===== src/rtl/usr_pkg.sv =====
package usr_pkg;
  typedef enum logic [1:0] {
    MODE_HOLD = 2'b00,
    MODE_SHR  = 2'b01,
    MODE_SHL  = 2'b10,
    MODE_LOAD = 2'b11
  } usr_mode_e;
endpackage


===== src/rtl/usr_next_mux.sv =====
module usr_next_mux #(
  parameter int W = 4
) (
  input  logic [1:0]   mode,
  input  logic [W-1:0] cur,
  input  logic [W-1:0] par,
  input  logic         shl_in,
  input  logic         shr_in,
  output logic [W-1:0] nxt
);
  import usr_pkg::*;
  localparam int MSB = W - 1;

  usr_mode_e sel;
  assign sel = usr_mode_e'(mode);

  // Each output bit picks its own source; neighbours are wired per bit.
  for (genvar i = 0; i < W; i++) begin : g_bit
    logic from_hi, from_lo;
    if (i == MSB) begin : g_top
      assign from_hi = shr_in;
    end else begin : g_mid_hi
      assign from_hi = cur[i+1];
    end
    if (i == 0) begin : g_bot
      assign from_lo = shl_in;
    end else begin : g_mid_lo
      assign from_lo = cur[i-1];
    end

    always_comb begin
      unique case (sel)
        MODE_HOLD: nxt[i] = cur[i];
        MODE_SHR:  nxt[i] = from_hi;
        MODE_SHL:  nxt[i] = from_lo;
        MODE_LOAD: nxt[i] = par[i];
        default:   nxt[i] = cur[i];
      endcase
    end
  end
endmodule


===== src/rtl/usr_bit_cell.sv =====
module usr_bit_cell (
  input  logic clk,
  input  logic rst_n,
  input  logic d,
  output logic q
);
  always_ff @(posedge clk) begin
    if (!rst_n) q <= 1'b0;
    else        q <= d;
  end
endmodule


===== src/rtl/univ_shift_reg.sv =====
module univ_shift_reg #(
  parameter int W = 4
) (
  input  logic         clk,
  input  logic         rst_n,
  input  logic [1:0]   mode,
  input  logic [W-1:0] par_in,
  input  logic         shl_in,
  input  logic         shr_in,
  output logic [W-1:0] q
);
  logic [W-1:0] nxt;

  usr_next_mux #(.W(W)) u_mux (
    .mode   (mode),
    .cur    (q),
    .par    (par_in),
    .shl_in (shl_in),
    .shr_in (shr_in),
    .nxt    (nxt)
  );

  for (genvar i = 0; i < W; i++) begin : g_cell
    usr_bit_cell u_cell (
      .clk   (clk),
      .rst_n (rst_n),
      .d     (nxt[i]),
      .q     (q[i])
    );
  end
endmodule


===== config.mk =====
export PLATFORM = sky130hd
export DESIGN_NAME = univ_shift_reg
export DESIGN_NICKNAME = d
export VERILOG_FILES = /design/src/rtl/usr_pkg.sv /design/src/rtl/usr_next_mux.sv /design/src/rtl/usr_bit_cell.sv /design/src/rtl/univ_shift_reg.sv
export SDC_FILE = /design/constraint.sdc
export NUM_CORES = 1
export LEC_CHECK = 0
export BUFFER_PORTS_ARGS = -buffer_cell sky130_fd_sc_hd__buf_2
export CORE_AREA = 2 2 39 41
export CTS_CLUSTER_SIZE = 10
export DETAILED_ROUTE_END_ITERATION = 16
export DIE_AREA = 0 0 41 43
export GPL_TIMING_DRIVEN = 0
export PLACE_DENSITY_LB_ADDON = 0.05
export SYNTH_ARGS = -nofsm -noshare
export SYNTH_HDL_FRONTEND = slang
export SYNTH_SLANG_ARGS = --single-unit

===== constraint.sdc =====
create_clock -name clk -period 0.8 [get_ports clk]
set_input_delay 0.2 -clock clk [delete_from_list [all_inputs] [get_ports clk]]
set_output_delay 0.2 -clock clk [all_outputs]
set_load 0.1 [all_outputs]

==> metrics.md <==
| Metric | Value |
|---|---|
| Cell variety after synth | `7` |
| Vias in the first global route | `237` |
| Leakage | `0.218 nW` |
| Period utilization | `126%` |
| Hold Path Class | `input pin to flip-flop` |
| Antenna-violating nets left | `0` |
| Clock latency on the worst-skew pair | `0.23 ns` |
| Synthesized area | `approximately 240 um^2` |
| Final Core Density | `32.5%` |
| Path depth of the worst reg2reg path | `3` |
| Synth Area in Simple Gates | `roughly 4.2%` |
| Worst Setup Slack post-DPL | `-0.288 ns` |
| Hold Path Stages | `3` |
| Drt initial violations | `0` |
| Worst setup path class | `flip-flop to output port` |
| Reg2reg setup slack | `0.01 ns` |
| # port buffers | `12` |
| Total track usage | `8.04%` |
| Worst EP arrival | `0.81 ns` |
| Row Count | `14` |
| CP startpoint kind | `flip-flop` |
| Clock buffer depth | `2` |
| F_max | `989 MHz` |
| Worst Path Required | `0.60 ns` |
| Worst setup EP type | `output port` |
| Routed vias/inst | `3.98` |
| Final Skew | `0.00475 ns` |
| Largest reg by FF count | `g_cell.u_cell.q` |
| Post-Synth XOR/XNOR Area | `0%` |
| Count leader, synth | `mux2i_1` |
| First-pass GRT wire length | `around 940 um` |
| Tmin final | `1.01 ns` |
| Fin. max-slew vios | `0` |
| Leading area contributor after synthesis | `dfxtp_1` |
| TritonCTS clock tree | `yes` |
| Die Height | `43 um` |
| Max IR drop VDD | `about 520 uV` |
| Ratio of cells with drive above 1 in the final layout | `approximately two thirds` |
| Top cells by count, synth | `mux2i_1 (8), buf_4 (4), dfxtp_1 (4), o22ai_1 (4)` |
| Synth Register Bits | `4` |
| Power per cell area | `1660 mW/mm^2` |
| Worst Hold End | `g_cell[2].u_cell.q` |
| Pin count of the biggest net entering global routing | `9` |
| Clock transition at path regs | `~0.04 ns` |
| N_diodes | `0` |
| CTS Hold Buffers Added | `0` |
| Final wirelength | `557 um` |
| Die area | `0.00176 mm^2` |
| Cells after DPL | `51` |
| Die Wd | `41 um` |
| Total power draw | `0.746 mW` |
| Crit path max fanout | `2` |
| Syn Inst Count | `23` |
| Core Area | `0.00138 mm^2` |
| Routed len/inst | `9.60 um` |
| Final setup fails | `4` |
| Initial antenna violation count | `0` |
| Clock sink count | `4` |
| Final hold vios | `0` |
| Slew @ Worst Pin | `0.135 ns` |
| DR pass1 iterations | `1` |
| Biggest regs | `g_cell.u_cell.q x4` |
| Compound-cell area share of the yosys netlist | `10.6%` |
| Root Driver | `clkbuf_4` |
| Inserted Clock Buffers | `3` |
| Remaining DRCs | `0` |
| Synth Net Count | `33` |
| Yosys warning count | `0` |
| Max_slew headroom | `90.8%` |
| Overflow after GRT | `0` |
| Async SR Flop Fraction | `0%` |
| Status | `finished with violations` |
| Register area share after synthesis | `33.9%` |
| Post-synth EDFFs | `0` |
| Failing checks | `setup timing` |
| Synth top area cells | `dfxtp_1 (34%), mux2i_1 (34%), buf_4 (13%), o22ai_1 (11%), buf_6 (4.8%)` |
| Max FFs per register | `4` |
| Reg-to-Reg End | `g_cell[3].u_cell.q` |
| Synth Flop Type | `dfxtp_1` |
| Worst hold start | `par_in[2]` |
| Area grow syn2layout | `89.9%` |
| Placer Congestion | `about 0.62` |
| Fin cells | `58` |
| Post-synthesis adder-cell area fraction | `0%` |
| Initial core utilization | `17.1%` |
| Largest family of logic cells by synthesized area | `multiplexers` |
| Total number of vias | `between 200 and 250` |
| Fillers | `approximately 160` |
| Mux contribution to synthesized area | `33.9%` |
| IO Count | `14` |
| Layout Nets | `54` |
| Reg-to-Reg Start | `g_cell[2].u_cell.q` |
| Max_cap viols | `0` |
| CTS HTree Levels | `1` |
| Setup ws final | `-0.212 ns` |
| Syn Area/Cell | `approximately 10 um^2` |
| Synth top area share | `33.9%` |
| RSZ-0062 raised after global routing | `yes` |
[cell usage in the layout (no fill, tap or decap), drive strengths merged]
| master | n |
|---|---|
| buf | 21 |
| nand2 | 1 |
| nand2b | 1 |
| o22ai | 4 |
| mux2i | 8 |
| clkbuf | 3 |
| dfxtp | 4 |
[cells by family (layout without fill, tap and decap cells)]
| group | count (synthesis) | count (layout) |
|---|---|---|
| AOI/OAI and AO/OA | 4 | 4 |
| buffers and inverters | 5 | 24 |
| DFF | 4 | 4 |
| muxes | 8 | 8 |
| and+or+nand+nor | 2 | 2 |
[through the flow]
stage	hold slack, ns	cell area [um^2]	TNS (ns)
floorplan	0.373	251	0
global placement	0.487	332	-1.07
detailed placement	0.488	332	-1.09
CTS	0.248	442	-0.887
global route	0.283	449	-1.12
finish	0.253	449	-0.838
[routing by layer]
layer,GRT usage [%],routed length [um],up-vias
met2,11.9,271,9
li1,-,-,119
met4,4.00,0,0
met5,0,0,-
met1,9.68,231,103
met3,3.14,55,0
[critical path: stages, from the launching register on]
cell and delay [ns]:
dfxtp_2 0.33, buf_6 0.09, buf_12 0.16
[how the worst max path moves through the flow]
| stage | to | from | slack, ns |
|---|---|---|---|
| final | q[3] | g_cell[3].u_cell.q | -0.21 |
| after global routing | q[2] | g_cell[2].u_cell.q | -0.24 |
| after CTS | q[3] | g_cell[3].u_cell.q | -0.23 |
| after detailed placement | q[2] | g_cell[2].u_cell.q | -0.29 |
| after global placement | q[2] | g_cell[2].u_cell.q | -0.29 |
| after floorplan | q[1] | g_cell[1].u_cell.q | 0.02 |
[power by group]
group          internal (mW)  total, mW  leakage [nW]  switching, mW
logic                  0.130      0.277         0.170          0.147
clock network          0.167      0.244        0.0138         0.0768
registers              0.216      0.225        0.0344        0.00884
[cell type report]
class	instances	area [um^2]	share of cell area (%)
clock buffers	3	22.5	5.01
repair buffers	16	150	33.4
well taps	16	20.0	4.46
flip-flops and latches	4	85.1	18.9
multi-input cells	14	115	25.6
plain buffers	5	56.3	12.5
[timing repair]
item                       CTS  global route
cloned                       0             0
resized for setup           20             0
setup endpoints to repair    4             8
buffers inserted             3             1
Note: power is estimated with default switching activity, not from simulation.
